--- src/rtl/wac_pkg.sv ---
package wac_pkg;
  typedef enum logic [3:0] {
    OP_ADD  = 4'b0000, OP_NAND = 4'b0001, OP_ADDI = 4'b0010, OP_LW   = 4'b0011,
    OP_SW   = 4'b0100, OP_BR   = 4'b0101, OP_JALR = 4'b0110, OP_HALT = 4'b0111,
    OP_BLT  = 4'b1000, OP_BGT  = 4'b1001, OP_LEA  = 4'b1010
  } op_e;

  typedef enum logic [2:0] {
    RES_ADD, RES_NAND, RES_ADDI, RES_LEA, RES_LINK
  } res_e;

  typedef enum logic [2:0] {
    FLOW_SEQ, FLOW_REL, FLOW_LT, FLOW_GT, FLOW_REG
  } flow_e;

  typedef struct packed {
    logic  wr_reg;
    logic  load;
    logic  store;
    logic  halt;
    logic  b_low;
    res_e  res;
    flow_e flow;
  } ctrl_t;
endpackage

--- src/rtl/wac_decode.sv ---
module wac_decode
  import wac_pkg::*;
#(
  parameter int DW = 32
) (
  input  logic [DW-1:0] instr,
  output ctrl_t         ctrl
);
  logic [3:0] opc;
  assign opc = instr[DW-1 -: 4];

  always_comb begin
    ctrl = '{wr_reg: 1'b0, load: 1'b0, store: 1'b0, halt: 1'b0,
             b_low: 1'b0, res: RES_ADD, flow: FLOW_SEQ};
    case (opc)
      OP_ADD:  begin ctrl.wr_reg = 1'b1; ctrl.b_low = 1'b1; ctrl.res = RES_ADD;  end
      OP_NAND: begin ctrl.wr_reg = 1'b1; ctrl.b_low = 1'b1; ctrl.res = RES_NAND; end
      OP_ADDI: begin ctrl.wr_reg = 1'b1; ctrl.res = RES_ADDI; end
      OP_LW:   ctrl.load  = 1'b1;
      OP_SW:   ctrl.store = 1'b1;
      OP_BR:   ctrl.flow  = FLOW_REL;
      OP_JALR: begin ctrl.wr_reg = 1'b1; ctrl.res = RES_LINK; ctrl.flow = FLOW_REG; end
      OP_HALT: ctrl.halt  = 1'b1;
      OP_BLT:  ctrl.flow  = FLOW_LT;
      OP_BGT:  ctrl.flow  = FLOW_GT;
      OP_LEA:  begin ctrl.wr_reg = 1'b1; ctrl.res = RES_LEA; end
      default: ;
    endcase
  end
endmodule

--- src/rtl/wac_regfile.sv ---
module wac_regfile #(
  parameter int DW   = 32,
  parameter int NREG = 16,
  localparam int IW  = $clog2(NREG)
) (
  input  logic          clk,
  input  logic          rst,
  input  logic [IW-1:0] ra_idx,
  input  logic [IW-1:0] rb_idx,
  output logic [DW-1:0] ra_val,
  output logic [DW-1:0] rb_val,
  input  logic          w_en,
  input  logic [IW-1:0] w_idx,
  input  logic [DW-1:0] w_val
);
  logic [DW-1:0] regs [NREG];

  always_ff @(posedge clk) begin
    if (rst) begin
      for (int i = 0; i < NREG; i++) regs[i] <= '0;
    end else if (w_en && w_idx != '0) begin
      regs[w_idx] <= w_val;
    end
  end

  assign ra_val = (ra_idx == '0) ? '0 : regs[ra_idx];
  assign rb_val = (rb_idx == '0) ? '0 : regs[rb_idx];
endmodule

--- src/rtl/wac_exec.sv ---
module wac_exec
  import wac_pkg::*;
#(
  parameter int DW = 32,
  parameter int AW = 16,
  parameter int IMMW = 20
) (
  input  ctrl_t         ctrl,
  input  logic [DW-1:0] instr,
  input  logic [AW-1:0] pc,
  input  logic [DW-1:0] a_val,
  input  logic [DW-1:0] b_val,
  output logic [DW-1:0] result,
  output logic [AW-1:0] next_pc,
  output logic [AW-1:0] mem_addr
);
  logic [DW-1:0] imm_x, pc_inc, rel_tgt, sum_mem;
  logic          take;

  assign imm_x   = {{(DW-IMMW){instr[IMMW-1]}}, instr[IMMW-1:0]};
  assign pc_inc  = {{(DW-AW){1'b0}}, pc} + DW'(1);
  assign rel_tgt = pc_inc + imm_x;
  assign sum_mem = a_val + imm_x;
  assign mem_addr = sum_mem[AW-1:0];

  always_comb begin
    case (ctrl.res)
      RES_NAND: result = ~(a_val & b_val);
      RES_ADDI: result = a_val + imm_x;
      RES_LEA:  result = rel_tgt;
      RES_LINK: result = pc_inc;
      default:  result = a_val + b_val;
    endcase
  end

  always_comb begin
    case (ctrl.flow)
      FLOW_REL: take = 1'b1;
      FLOW_LT:  take = $signed(b_val) < $signed(a_val);
      FLOW_GT:  take = $signed(b_val) > $signed(a_val);
      default:  take = 1'b0;
    endcase
    if (ctrl.flow == FLOW_REG) next_pc = a_val[AW-1:0];
    else if (take)             next_pc = rel_tgt[AW-1:0];
    else                       next_pc = pc_inc[AW-1:0];
  end
endmodule

--- src/rtl/wac_core.sv ---
module wac_core
  import wac_pkg::*;
#(
  parameter int DW   = 32,
  parameter int AW   = 16,
  parameter int NREG = 16
) (
  input  logic          clk,
  input  logic          rst,
  output logic [AW-1:0] iaddr_o,
  input  logic [DW-1:0] idata_i,
  output logic [AW-1:0] daddr_o,
  output logic [DW-1:0] dwdata_o,
  output logic          dwe_o,
  input  logic [DW-1:0] drdata_i,
  output logic          done_o
);
  localparam int IW = $clog2(NREG);

  logic [AW-1:0] pc_q, nxt_pc;
  logic          done_q, ld_wait_q;
  ctrl_t         ctrl;
  logic [IW-1:0] ra_idx, rb_idx, rd_idx;
  logic [DW-1:0] a_val, b_val, res_val, w_val;
  logic          w_en, live;

  assign live   = !done_q && !ld_wait_q;
  assign ra_idx = idata_i[23:20];
  assign rd_idx = idata_i[27:24];
  assign rb_idx = ctrl.b_low ? idata_i[3:0] : idata_i[27:24];

  wac_decode #(.DW(DW)) u_dec (.instr(idata_i), .ctrl(ctrl));

  wac_regfile #(.DW(DW), .NREG(NREG)) u_rf (
    .clk(clk), .rst(rst),
    .ra_idx(ra_idx), .rb_idx(rb_idx), .ra_val(a_val), .rb_val(b_val),
    .w_en(w_en), .w_idx(rd_idx), .w_val(w_val)
  );

  wac_exec #(.DW(DW), .AW(AW)) u_ex (
    .ctrl(ctrl), .instr(idata_i), .pc(pc_q), .a_val(a_val), .b_val(b_val),
    .result(res_val), .next_pc(nxt_pc), .mem_addr(daddr_o)
  );

  assign w_en  = ld_wait_q || (live && ctrl.wr_reg);
  assign w_val = ld_wait_q ? drdata_i : res_val;

  always_ff @(posedge clk) begin
    if (rst) begin
      pc_q      <= '0;
      done_q    <= 1'b0;
      ld_wait_q <= 1'b0;
    end else if (ld_wait_q) begin
      ld_wait_q <= 1'b0;
      pc_q      <= pc_q + AW'(1);
    end else if (!done_q) begin
      if (ctrl.halt)      done_q    <= 1'b1;
      else if (ctrl.load) ld_wait_q <= 1'b1;
      else                pc_q      <= nxt_pc;
    end
  end

  assign iaddr_o  = pc_q;
  assign dwdata_o = b_val;
  assign dwe_o    = live && ctrl.store;
  assign done_o   = done_q;
endmodule

--- config.mk ---
export PLATFORM = sky130hd
export DESIGN_NAME = wac_core
export DESIGN_NICKNAME = d
export VERILOG_FILES = /design/src/rtl/wac_pkg.sv /design/src/rtl/wac_decode.sv /design/src/rtl/wac_regfile.sv /design/src/rtl/wac_exec.sv /design/src/rtl/wac_core.sv
export SDC_FILE = /design/constraint.sdc
export NUM_CORES = 1
export LEC_CHECK = 0
export ABC_AREA = 1
export ABC_CLOCK_PERIOD_IN_PS = 4150
export BUFFER_PORTS_ARGS = -buffer_cell sky130_fd_sc_hd__buf_2
export CORE_ASPECT_RATIO = 1.75
export CORE_MARGIN = 1.5
export CORE_UTILIZATION = 45
export CTS_CLUSTER_DIAMETER = 120
export DETAILED_ROUTE_END_ITERATION = 7
export SYNTH_ARGS = -nofsm -noshare
export SYNTH_HDL_FRONTEND = slang
export SYNTH_SLANG_ARGS = --single-unit
--- constraint.sdc ---
create_clock -name clk -period 4.15 [get_ports clk]
set_input_delay 0.415 -clock clk [delete_from_list [all_inputs] [get_ports clk]]
set_output_delay 0.415 -clock clk [all_outputs]
set_load 0.03 [all_outputs]
==> results.md <==
* Status: finished, final reports clean
* Most used DFF post-synth: edfxtp_1
* DRT met1 WL at approximately 55000 µm
* Die footprint at between 0.08 and 0.09 mm²
* Ratio of cells with drive above 1 in the final layout at 0.287
* Min-delay worst type: input port to flip-flop
* DP Cell Count at just over 6000
* Area of the core at ~0.08 mm²
* Met2 WL at about 80000 µm
* Tightest Pin Transition at ~0.95 ns
* Final hold vios at 0
* Nets at between 5000 and 6000
* CTS HTree Levels at 2
* Highest metal used: met5
* Highest clock rate at around 240 MHz
* Maximum capacitance violations at 0
* Warnings, synthesis at 0
* Final WL at between 150000 and 200000 µm
* Syn Inst Count at roughly 4600
* Root Buffer: clkbuf_16
* GRT overflow at 0
* Kind of end point of the critical path: flip-flop
* Final instance area at just under 0.05 mm²
* Drt wl/cell at approximately 26 µm
* Final Non-Filler Cells at 6382
* Reg power frac at 0.317
* Finished Core Util at 0.612
* Max incr delay on CP at about 0.34 ns
* Internal Dissipation at ~12 mW
* Synth unique cells at 63
* # DRC at 0
* Largest cells by area after synthesis: edfxtp_1, nor2_1, o21ai_0, nand2_1, a21oi_1
* Initial Util at 0.455
* Setup CP Type: input port to flip-flop
* DRT antenna net count at 0
* Seq/Total Area, Yosys at 0.439
* Vias in the first global route at between 30000 and 40000
* Psw at 7.45 mW
* Fin Hold WS at ~0.063 ns
* Setup violators final at 0
* Crit path arrival time at ~4.5 ns
* CTS Buffer Depth at 3
* Post-synth EDFFs at ~500
* Asr flop ratio synth at 0
* Worst-Skew Late Latency at ~0.65 ns
* Clock Pin Slew Worst Setup and Hold Paths at around 0.080 ns
* Routed met3 length at roughly 15000 µm
* Vias at ~38000
* # IOs at about 130
* Worst endpoint required time at 4.52 ns
* Pre-Repair DR Iteration Count at 8
* Min cycle time layout at just over 4 ns
* DRT iter0 DRCs at approximately 4400
* Crit-path slowest cell: fa_2
* DIE HEIGHT at 376 µm
* P_leak at between 20 and 25 nW
* PortBufs at between 100 and 150
* Net Sw Frac at 0.381
* First-pass GRT wire length at ~230000 µm
* CTS Sinks at 530
* Row cnt at ~140
* Yosys top cell area share at 0.429
* Worst vdd ir at roughly 0.32 mV
* Placed cell areas at between 0.04 and 0.05 mm²
* Initial antenna violation count at 4
* Crit path setup slack, layout at approximately 0.044 ns
* Number of buffers created by CTS at around 50
* Final Slew Violations at 0
* Vias per std cell at 6.03
* Yosys top cell by area: edfxtp_1
* Overall global routing resource usage at 0.381
* Crit path buf inv count at 14
* Setup slack at placement at -1.09 ns
* Clock skew at about 0.036 ns
* Setup crit start kind: input port
* Top delay family on crit path: buffers and inverters
* FF+latch count, synth at 530
* Setup_tns at 0 ns
* Clk network pwr share at 0.237
* Synthesized area at 0.0359 mm²
* Dpl hpwl at 113000 µm
* Most frequent cells in the layout: nor2_1, buf_4, nand2_1, edfxtp_1, o21ai_0
* Tot Pwr at 19.6 mW
* Die X at ~220 µm
* Area delta synth->final at 34.4%
* Max-slew headroom at 0.368
* RSZ-0062 raised after global routing: true
* TritonCTS clock tree: built
* Largest net degree at the start of global routing at 57
* CP Max Fanout at 7
* GP Congestion at about 1.1
* Fin crit share at 0.989
* Most common cell after layout, fill and taps aside: nor2_1
* P per Cell Area at between 400 and 500 mW/mm²
* CTS Hold Bufs at 0
* Combinational share of power at 0.446
* Syn avg cell area at 7.85 µm²
[layout make-up]
type,instances,area [µm²]
fill,7021,30600
multi-input combinational,3292,18900
sequential,530,15700
timing repair buffer,959,8920
inverter,470,1800
clock buffer,63,1340
tap,1035,1290
clock inverter,31,231
antenna,2,5.00
[power by group through the flow]
stage	registers, mW	clock network, mW	logic [mW]
floorplan	6.32	0	3.51
global placement	6.30	0	7.27
detailed placement	6.31	0	7.29
CTS	6.19	4.62	7.54
global route	6.22	4.79	9.12
finish	6.20	4.64	8.74
[final timing paths]
kind / start / to / slack [ns] / cells after the start
worst max register to register: iaddr_o[8] / u_rf.regs[6][29] / 0.12 / 17
worst min-delay path: idata_i[28] / ld_wait_q / 0.06 / 3
worst min register to register: done_o / done_o / 0.57 / 2
worst max-delay path: idata_i[31] / u_rf.regs[1][28] / 0.04 / 34
[kinds of logic after synthesis]
kind of cell,share of synthesized area
adders and majority gates,0.0411
other,0.000105
AOI/OAI and AO/OA,0.191
and+or+nand+nor,0.225
DFF,0.439
xor gates and xnor gates,0.0107
buffers and inverters,0.0934
[routing by layer]
layer / global-route usage / vias to the layer above
met2: 0.669 / 2496
met3: 0.0530 / 691
met1: 0.422 / 18200
met5: 0 / -
met4: 0.267 / 6
li1: - / 17100
[worst min-delay path, delay by kind of cell]
kind,cells,cell delay (ns)
AND/OR/NAND/NOR,2,0.13
buffers and inverters,1,0.13
[cells in the mapped netlist (18+ instances only)]
master    number
edfxtp_1     512
clkbuf_1     141
xor2_1        33
nand3_1      326
dfxtp_1       18
or2_2         22
inv_2         29
o22ai_1       28
nor3_1        85
nor2_1       744
a21oi_1      386
o221ai_1      25
buf_4         24
a21oi_2       20
inv_1        441
o211ai_1     110
buf_2        102
o21ai_0      531
o21ai_1       25
nand2_1      617
ha_1         113
buf_6         27
nand4_1       41
[repair_timing]
item                       4_1_cts  5_1_grt
pin swaps                       17      111
cloned                           6       20
gates resized for setup        123      493
buffers inserted                 9       45
setup endpoints to repair      256      443
[registers in the layout, summed over array words and instances (netlist names)]
name and count:
done_o 1, u_rf.regs 512, iaddr_o 16, ld_wait_q 1
No activity file was read; power rests on OpenSTA's default activity.
